$ cat config.mk
export PLATFORM = sky130hd
export DESIGN_NAME = prot_attr_guard
export DESIGN_NICKNAME = d
export VERILOG_FILES = /design/src/rtl/pag_pkg.sv /design/src/rtl/pag_ctx_reg.sv /design/src/rtl/pag_read_port.sv /design/src/rtl/pag_access_judge.sv /design/src/rtl/prot_attr_guard.sv
export SDC_FILE = /design/constraint.sdc
export NUM_CORES = 1
export LEC_CHECK = 0
export BUFFER_PORTS_ARGS = -buffer_cell sky130_fd_sc_hd__buf_4
export CAP_MARGIN = 20
export CORE_MARGIN = 2
export CORE_UTILIZATION = 50
export DETAILED_ROUTE_END_ITERATION = 12
export PLACE_DENSITY = 0.78
export SETUP_SLACK_MARGIN = 0.5
export SLEW_MARGIN = 20
export SYNTH_ARGS = -nofsm -noshare
export SYNTH_HDL_FRONTEND = slang
export SYNTH_SLANG_ARGS = --single-unit
$ cat constraint.sdc
create_clock -name clk -period 1.57 [get_ports clk]
set_input_delay 0.157 -clock clk [delete_from_list [all_inputs] [get_ports clk]]
set_output_delay 0.157 -clock clk [all_outputs]
set_load 0.02 [all_outputs]
$ cat src/rtl/pag_pkg.sv
`timescale 1ns/1ps
package pag_pkg;

    localparam int MAX_CTX   = 16;
    localparam int LANES     = 4;
    localparam int LANE_W    = 8;
    localparam int WORD_W    = LANES * LANE_W;
    localparam int CTX_W     = $clog2(MAX_CTX);
    localparam int MAX_WORDS = MAX_CTX / LANES;
    localparam int ADDR_W    = $clog2(MAX_WORDS);
    localparam int PERM_W    = 5;

    typedef struct packed {
        logic ns;
        logic pw;
        logic pr;
        logic uw;
        logic ur;
    } ctx_perm_t;

    localparam ctx_perm_t PERM_ALL  = '{ns: 1'b1, pw: 1'b1, pr: 1'b1, uw: 1'b1, ur: 1'b1};
    localparam ctx_perm_t PERM_NONE = '{ns: 1'b0, pw: 1'b0, pr: 1'b0, uw: 1'b0, ur: 1'b0};

    typedef struct packed {
        logic [CTX_W-1:0] ctx;
        logic             priv;
        logic             write;
        logic             ns;
    } access_req_t;

    function automatic logic [LANE_W-1:0] lane_image(ctx_perm_t p);
        return {{(LANE_W-PERM_W){1'b0}}, p};
    endfunction

    function automatic ctx_perm_t lane_extract(logic [LANE_W-1:0] b);
        return ctx_perm_t'(b[PERM_W-1:0]);
    endfunction

    function automatic logic perm_grants(ctx_perm_t p, access_req_t r);
        logic kind_ok;
        unique case ({r.priv, r.write})
            2'b00:   kind_ok = p.ur;
            2'b01:   kind_ok = p.uw;
            2'b10:   kind_ok = p.pr;
            default: kind_ok = p.pw;
        endcase
        return kind_ok & (~r.ns | p.ns);
    endfunction

endpackage

$ cat src/rtl/pag_ctx_reg.sv
`timescale 1ns/1ps
module pag_ctx_reg
    import pag_pkg::*;
#(
    parameter bit FIXED = 1'b0
) (
    input  logic      clk,
    input  logic      rst,
    input  logic      wr_en,
    input  ctx_perm_t wr_perm,
    output ctx_perm_t perm
);

    generate
        if (FIXED) begin : g_fixed
            logic unused_fixed;
            assign unused_fixed = ^{clk, rst, wr_en, wr_perm};
            assign perm = PERM_ALL;
        end else begin : g_store
            ctx_perm_t perm_q;
            always_ff @(posedge clk) begin
                if (rst) begin
                    perm_q <= PERM_ALL;
                end else if (wr_en) begin
                    perm_q <= wr_perm;
                end
            end
            assign perm = perm_q;
        end
    endgenerate

endmodule

$ cat src/rtl/pag_read_port.sv
`timescale 1ns/1ps
module pag_read_port
    import pag_pkg::*;
#(
    parameter int NUM_CTX = 16
) (
    input  logic                        clk,
    input  logic                        rst,
    input  logic                        rd_en,
    input  logic [ADDR_W-1:0]           rd_addr,
    input  logic [MAX_CTX*LANE_W-1:0]   image,
    output logic [WORD_W-1:0]           rdata
);

    localparam int NUM_WORDS = (NUM_CTX + LANES - 1) / LANES;

    logic [WORD_W-1:0] word_sel;

    always_comb begin
        if (int'(rd_addr) < NUM_WORDS) begin
            word_sel = image[rd_addr*WORD_W +: WORD_W];
        end else begin
            word_sel = '0;
        end
    end

    always_ff @(posedge clk) begin
        if (rst) begin
            rdata <= '0;
        end else if (rd_en) begin
            rdata <= word_sel;
        end
    end

endmodule

$ cat src/rtl/pag_access_judge.sv
`timescale 1ns/1ps
module pag_access_judge
    import pag_pkg::*;
#(
    parameter int NUM_CTX = 16
) (
    input  ctx_perm_t [MAX_CTX-1:0] perms,
    input  access_req_t             req,
    output logic                    allow
);

    ctx_perm_t sel_perm;
    logic      ctx_present;

    always_comb begin
        ctx_present = int'(req.ctx) < NUM_CTX;
        sel_perm    = perms[req.ctx];
        allow       = ctx_present & perm_grants(sel_perm, req);
    end

endmodule

$ cat src/rtl/prot_attr_guard.sv
`timescale 1ns/1ps
module prot_attr_guard
    import pag_pkg::*;
#(
    parameter int NUM_CTX = 16
) (
    input  logic              clk,
    input  logic              rst,
    input  logic              cfg_valid,
    input  logic              cfg_write,
    input  logic [1:0]        cfg_addr,
    input  logic [31:0]       cfg_wdata,
    input  logic              cfg_wr_allowed,
    output logic [31:0]       cfg_rdata,
    input  logic [3:0]        q_ctx,
    input  logic              q_priv,
    input  logic              q_write,
    input  logic              q_ns,
    output logic              q_allow
);

    localparam int NUM_WORDS = (NUM_CTX + LANES - 1) / LANES;

    ctx_perm_t [MAX_CTX-1:0]     perm_all;
    logic [MAX_CTX*LANE_W-1:0]   image;
    logic                        wr_go;
    access_req_t                 req;

    assign wr_go = cfg_valid & cfg_write & cfg_wr_allowed;

    generate
        for (genvar c = 0; c < MAX_CTX; c++) begin : g_ctx
            if (c < NUM_CTX) begin : g_present
                logic word_hit;
                assign word_hit = (cfg_addr == ADDR_W'(c / LANES));
                pag_ctx_reg #(.FIXED(c == 0)) u_reg (
                    .clk     (clk),
                    .rst     (rst),
                    .wr_en   (wr_go & word_hit),
                    .wr_perm (lane_extract(cfg_wdata[(c % LANES)*LANE_W +: LANE_W])),
                    .perm    (perm_all[c])
                );
            end else begin : g_absent
                assign perm_all[c] = PERM_NONE;
            end
            assign image[c*LANE_W +: LANE_W] = lane_image(perm_all[c]);
        end
    endgenerate

    pag_read_port #(.NUM_CTX(NUM_CTX)) u_rd (
        .clk     (clk),
        .rst     (rst),
        .rd_en   (cfg_valid & ~cfg_write),
        .rd_addr (cfg_addr),
        .image   (image),
        .rdata   (cfg_rdata)
    );

    assign req = '{ctx: q_ctx, priv: q_priv, write: q_write, ns: q_ns};

    pag_access_judge #(.NUM_CTX(NUM_CTX)) u_judge (
        .perms (perm_all),
        .req   (req),
        .allow (q_allow)
    );

    if (NUM_WORDS > MAX_WORDS) begin : g_bad_param
        initial $error("NUM_CTX exceeds supported range");
    end

endmodule

After elaboration in Yosys (flattened, before gate mapping). Cells that the tools add are included. W data, S select, Z words.

Bits in registers: 107. Input port bits: 46. Logic and storage cells: 99. Output and inout port bits: 33.

Bitwise logic cells: 11. $lt $le $gt $ge: 1. Reduce and logical (&&, ||, !) cells: 2. Equal/unequal tests: 5. Multiplexer cells: 3. Shifts and indexed selects: 1.

Operator list (count): $shiftx A128 B8 Y32 (1); $bmux W5 S4 (1); $and A1 B1 Y1 (8); $eq A2 B2 Y1 const B (3); $lt A4 B5 Y1 const B (1); $mux W5 (1); $eq A2 B1 Y1 const B (2); $logic_not A2 Y1 (2); $pmux W1 S3 (1); $not A1 Y1 (2); $or A1 B1 Y1 (1).

Longest topological paths before layout.
Word-level depth: 4. Depth in mapped cells: 8.

By module. Synthesis repeated with hierarchy kept, for this count alone.

Cells, all modules: 485. Area, all modules: 5943.2 um^2.

By module, submodules not included: pag_ctx_reg (g_ctx[10].g_present.u_reg ...) (area each 198.9 um^2, cells each 16, seq. area each 100.1 um^2, instances 15); pag_read_port (area each 2165.8 um^2, cells each 182, seq. area each 640.6 um^2, instances 1); pag_access_judge (area each 706.9 um^2, cells each 48, seq. area each 0.0 um^2, instances 1); prot_attr_guard (area each 45.0 um^2, cells each 9, seq. area each 0.0 um^2, instances 1); pag_ctx_reg (g_ctx[0].g_present.u_reg) (area each 41.3 um^2, cells each 6, seq. area each 0.0 um^2, instances 1).

Worst setup path after synthesis. OpenSTA, ideal clock, no wires.

Path type: input to output. Start point: input q_ctx[0]. End point: output q_allow. Stages: 6. Required time: 1.413 ns. Arrival time: 1.503 ns. Buffers on the path: 1. Path slack: -0.090 ns. Path through: buf_6 > mux4_2 > and3b_1 > nor4b_2 > a31oi_1 > o211a_1.

Longest elaborated chain between the ends: 4. Elaborated cells between the ends (all ways): 5.

Ends and longest elaborated chain: start: declaration (line prot_attr_guard.sv:15) `input logic [3:0] q_ctx,`; $bmux W5 S4 (*) (line pag_access_judge.sv:17) `sel_perm = perms[req.ctx];`; $mux W5 (not written as such) (*) (line pag_access_judge.sv:17); $pmux W1 S3 or $or A1 B1 Y1 (tied branches) (line pag_pkg.sv:41, pag_pkg.sv:47); $and A1 B1 Y1 (*) (line pag_pkg.sv:47) `return kind_ok & (~r.ns | p.ns);`; end: declaration (line prot_attr_guard.sv:19) `output logic q_allow`.

Mark *: on every way between the ends. The rest lies on a longest branch, timed or not. The select of a mux whose other input is x is not followed.

Final worst setup path.
Start point: register g_ctx[11].g_present.u_reg.g_store.perm_q, in the netlist g_ctx[11].g_present.u_reg.perm[4]. End point: output q_allow.

Longest elaborated chain between the ends: 4.

Ends and longest elaborated chain: start: declaration (line pag_ctx_reg.sv:20) `ctx_perm_t perm_q;`; start signal: assignment (line pag_ctx_reg.sv:25) `perm_q <= wr_perm;`; $bmux W5 S4 (line pag_access_judge.sv:17); $mux W5 (not written as such) (line pag_access_judge.sv:17); $or A1 B1 Y1 (line pag_pkg.sv:47); $and A1 B1 Y1 (line pag_pkg.sv:47).

No other way between the ends. The select of a mux whose other input is x is not followed.

==> flow_summary.toml <==
[global_route]
gr-usage-met3_pct = 4.42
grt.busiest_layer = "met2"
antenna_found_initial = 0
grt_pass1_wl_um = 19300
grt_pass1_vias = 3904
grt.total_usage_pct = 24.4
grt.met2_usage_pct = 39.8
gr-total-overflow = 0
grt_max_degree = 59
use_met1_pct = 31.3

[worst_setup_path]
r2r-start = "g_ctx[13].g_present.u_reg.perm[1]"
reg2reg_depth = 5
cp_max_fo = 3
worst-setup-path-type = "register to primary output"
crit_required_ns = 1.41
crit_path_start = "g_ctx[11].g_present.u_reg.perm[4]"
startpoint_type = "register"
critPathArrivalTime_ns = 2.03
end_kind = "primary output"

[place]
dp_cells = 650
dp_hpwl_um = 8300
io_buffers = 54
gp_congestion = 1.01

[layout]
drive_gt1_share_pct = 32.9
antenna_cells = 0
regArea_um2 = 1930
multiInputGateArea_um2 = 2660
layout_commonest_cell = "buf_4"
layout.nets = 601
mostFrequentLayoutCells = "buf_4 (80), nand2_1 (79), dfxtp_1 (71)"
final_cells = 670
syn_to_final_growth_pct = 23.9
fillers = 725

[sta]
hold_viol_final = 0
grt_setup_unrepaired = "true"
setup_ws_ns = -0.612
fin_hold_ws_ns = 0.00185
min_period_over_period_pct = 139
worst_clock_skew_ns = 0.0120
setup_viol = 1
fmax_ghz = 0.458
finalCriticalPeriod_ns = 2.18
drv_slew = 0

[job]
cap_violations = 0

[detailed_routing]
vias = 4008
drt-pass1-iter-count = 5
drt-initial-drc-count = 342
drc = 0
viasPerCell = 5.98
wl_per_cell_um = 18.1
postRouteAntennaNets = 0
routed_wl_um = 12100

[status]
violations = "negative setup slack"
status = "finished, violations left"

[power_and_ir_drop]
ir_drop_mv = 0.468
total_power_mw = 4.89
powerDensity_nw_per_um2 = 834
leakagePower_nw = 2.23

[logic_synthesis]
syn_area_um2 = 4730
yosysUniqueCellTypes = 39
yosys_register_bits = 95
synthCells = 486
yosysWarningCount = 0
avgSynthCellArea_um2 = 9.74
synth-seq-area-share_pct = 40.2

[clock_network]
clockBufferDepth = 2
clock_sinks = 95
numCtsBuffers = 9
cts_tree = "built"
cts.clk_slew.worst_paths_ns = 0.09
h-tree-depth = 3
clockRootBuffer = "clkbuf_8"
clk_latency_ns = 0.38

[die]
core_area_um2 = 9200
die_y_um = 101
die_area_um2 = 10300
start_util_pct = 51.5
dieWidth_um = 101
io_pins = 79
rows = 35

[min_path]
hold_path_depth = 2
min_from = "cfg_wdata[16]"
hold_path_class = "primary input to register"
[registers in the layout, indices dropped and copies added (netlist names)]
name / count
g_ctx.g_present.u_reg.perm: 75
u_rd.rdata: 20
[through the flow]
step	instance area [um^2]	setup TNS (ns)	setup WS, ns	utilization (%)
2_1_floorplan	4960	-0.0855	-0.0855	-
3_3_place_gp	5520	-0.317	-0.317	60.0
3_5_place_dp	5520	-0.323	-0.323	60.0
4_1_cts	5800	-0.604	-0.604	63.0
5_1_grt	5860	-0.664	-0.664	63.8
6_report	5860	-0.612	-0.612	63.8
[layer usage]
metal / share of wire (%) / vias up
met1: 42 / 1917
met5: 0 / -
li1: - / 1859
met4: 2.7 / 0
met2: 48 / 200
met3: 7.6 / 32
[repair_timing]
action | in CTS | in global routing
setup buffers | 1 | 2
endpoints found under the hold margin | 3 | 0
gates resized for setup | 27 | 22
hold buffers | 2 | 0
pin swaps | 20 | 10
setup endpoints to repair | 25 | 18
[power by group]
part | switching [mW] | total [mW] | internal (mW)
Clock | 0.843 | 1.62 | 0.773
Combinational | 0.390 | 0.738 | 0.348
Sequential | 0.0488 | 2.54 | 2.49
[cell type report]
type                            instances  area share, %
Clock buffer                           12           2.48
Clock inverter                          3          0.747
Inverter                                1         0.0640
Multi-Input combinational cell        344           45.4
Sequential cell                        95           32.9
Tap cell                              111           2.37
Timing Repair Buffer                  104           16.0
[worst max-delay path, cell delays in order (launching register included)]
cell and delay (ns):
dfxtp_1 0.33, mux4_2 0.46, a2111oi_1 0.44, a311oi_1 0.12, o211a_1 0.16, buf_6 0.14
[synthesized netlist by cell type, drive strengths merged]
master,n,area share (%)
or4b,1,0.21
clkbuf,25,2.0
a2111oi,2,0.40
nor3,1,0.11
mux2i,19,4.0
nand4,1,0.13
nand2b,3,0.40
nor2,4,0.32
a311oi,1,0.19
nor2b,57,7.5
conb,1,0.079
dfxtp,95,40
a31oi,1,0.13
a211o,55,10
and3,2,0.26
and3b,1,0.19
mux2,3,0.71
nor4b,1,0.32
o21ai,1,0.11
nand3,4,0.42
o22ai,4,0.53
o2111ai,1,0.19
nand3b,21,3.3
nor4,2,0.26
a21oi,20,2.1
mux4,25,12
o211a,1,0.21
a211oi,3,0.48
nor3b,6,0.95
inv,1,0.079
nand2,85,6.7
buf,32,4.2
a221oi,1,0.19
o211ai,6,0.95
[cell families after synthesis]
group | after synthesis | synth area share [%]
flip-flops | 95 | 40.2
AO/OA/AOI/OAI | 96 | 15.6
other | 1 | 0.0792
multiplexers | 47 | 16.6
buffers and inverters | 58 | 6.29
AND/OR/NAND/NOR | 189 | 21.2
[worst paths after layout]
path / end / slack [ns]
setup / recovery: q_allow / -0.61
hold / removal: g_ctx[2].g_present.u_reg.perm[0] / 0.002
setup reg to reg: u_rd.rdata[9] / 0.27
hold reg to reg: u_rd.rdata[4] / 0.46
Note: power is estimated with default switching activity, not from simulation.
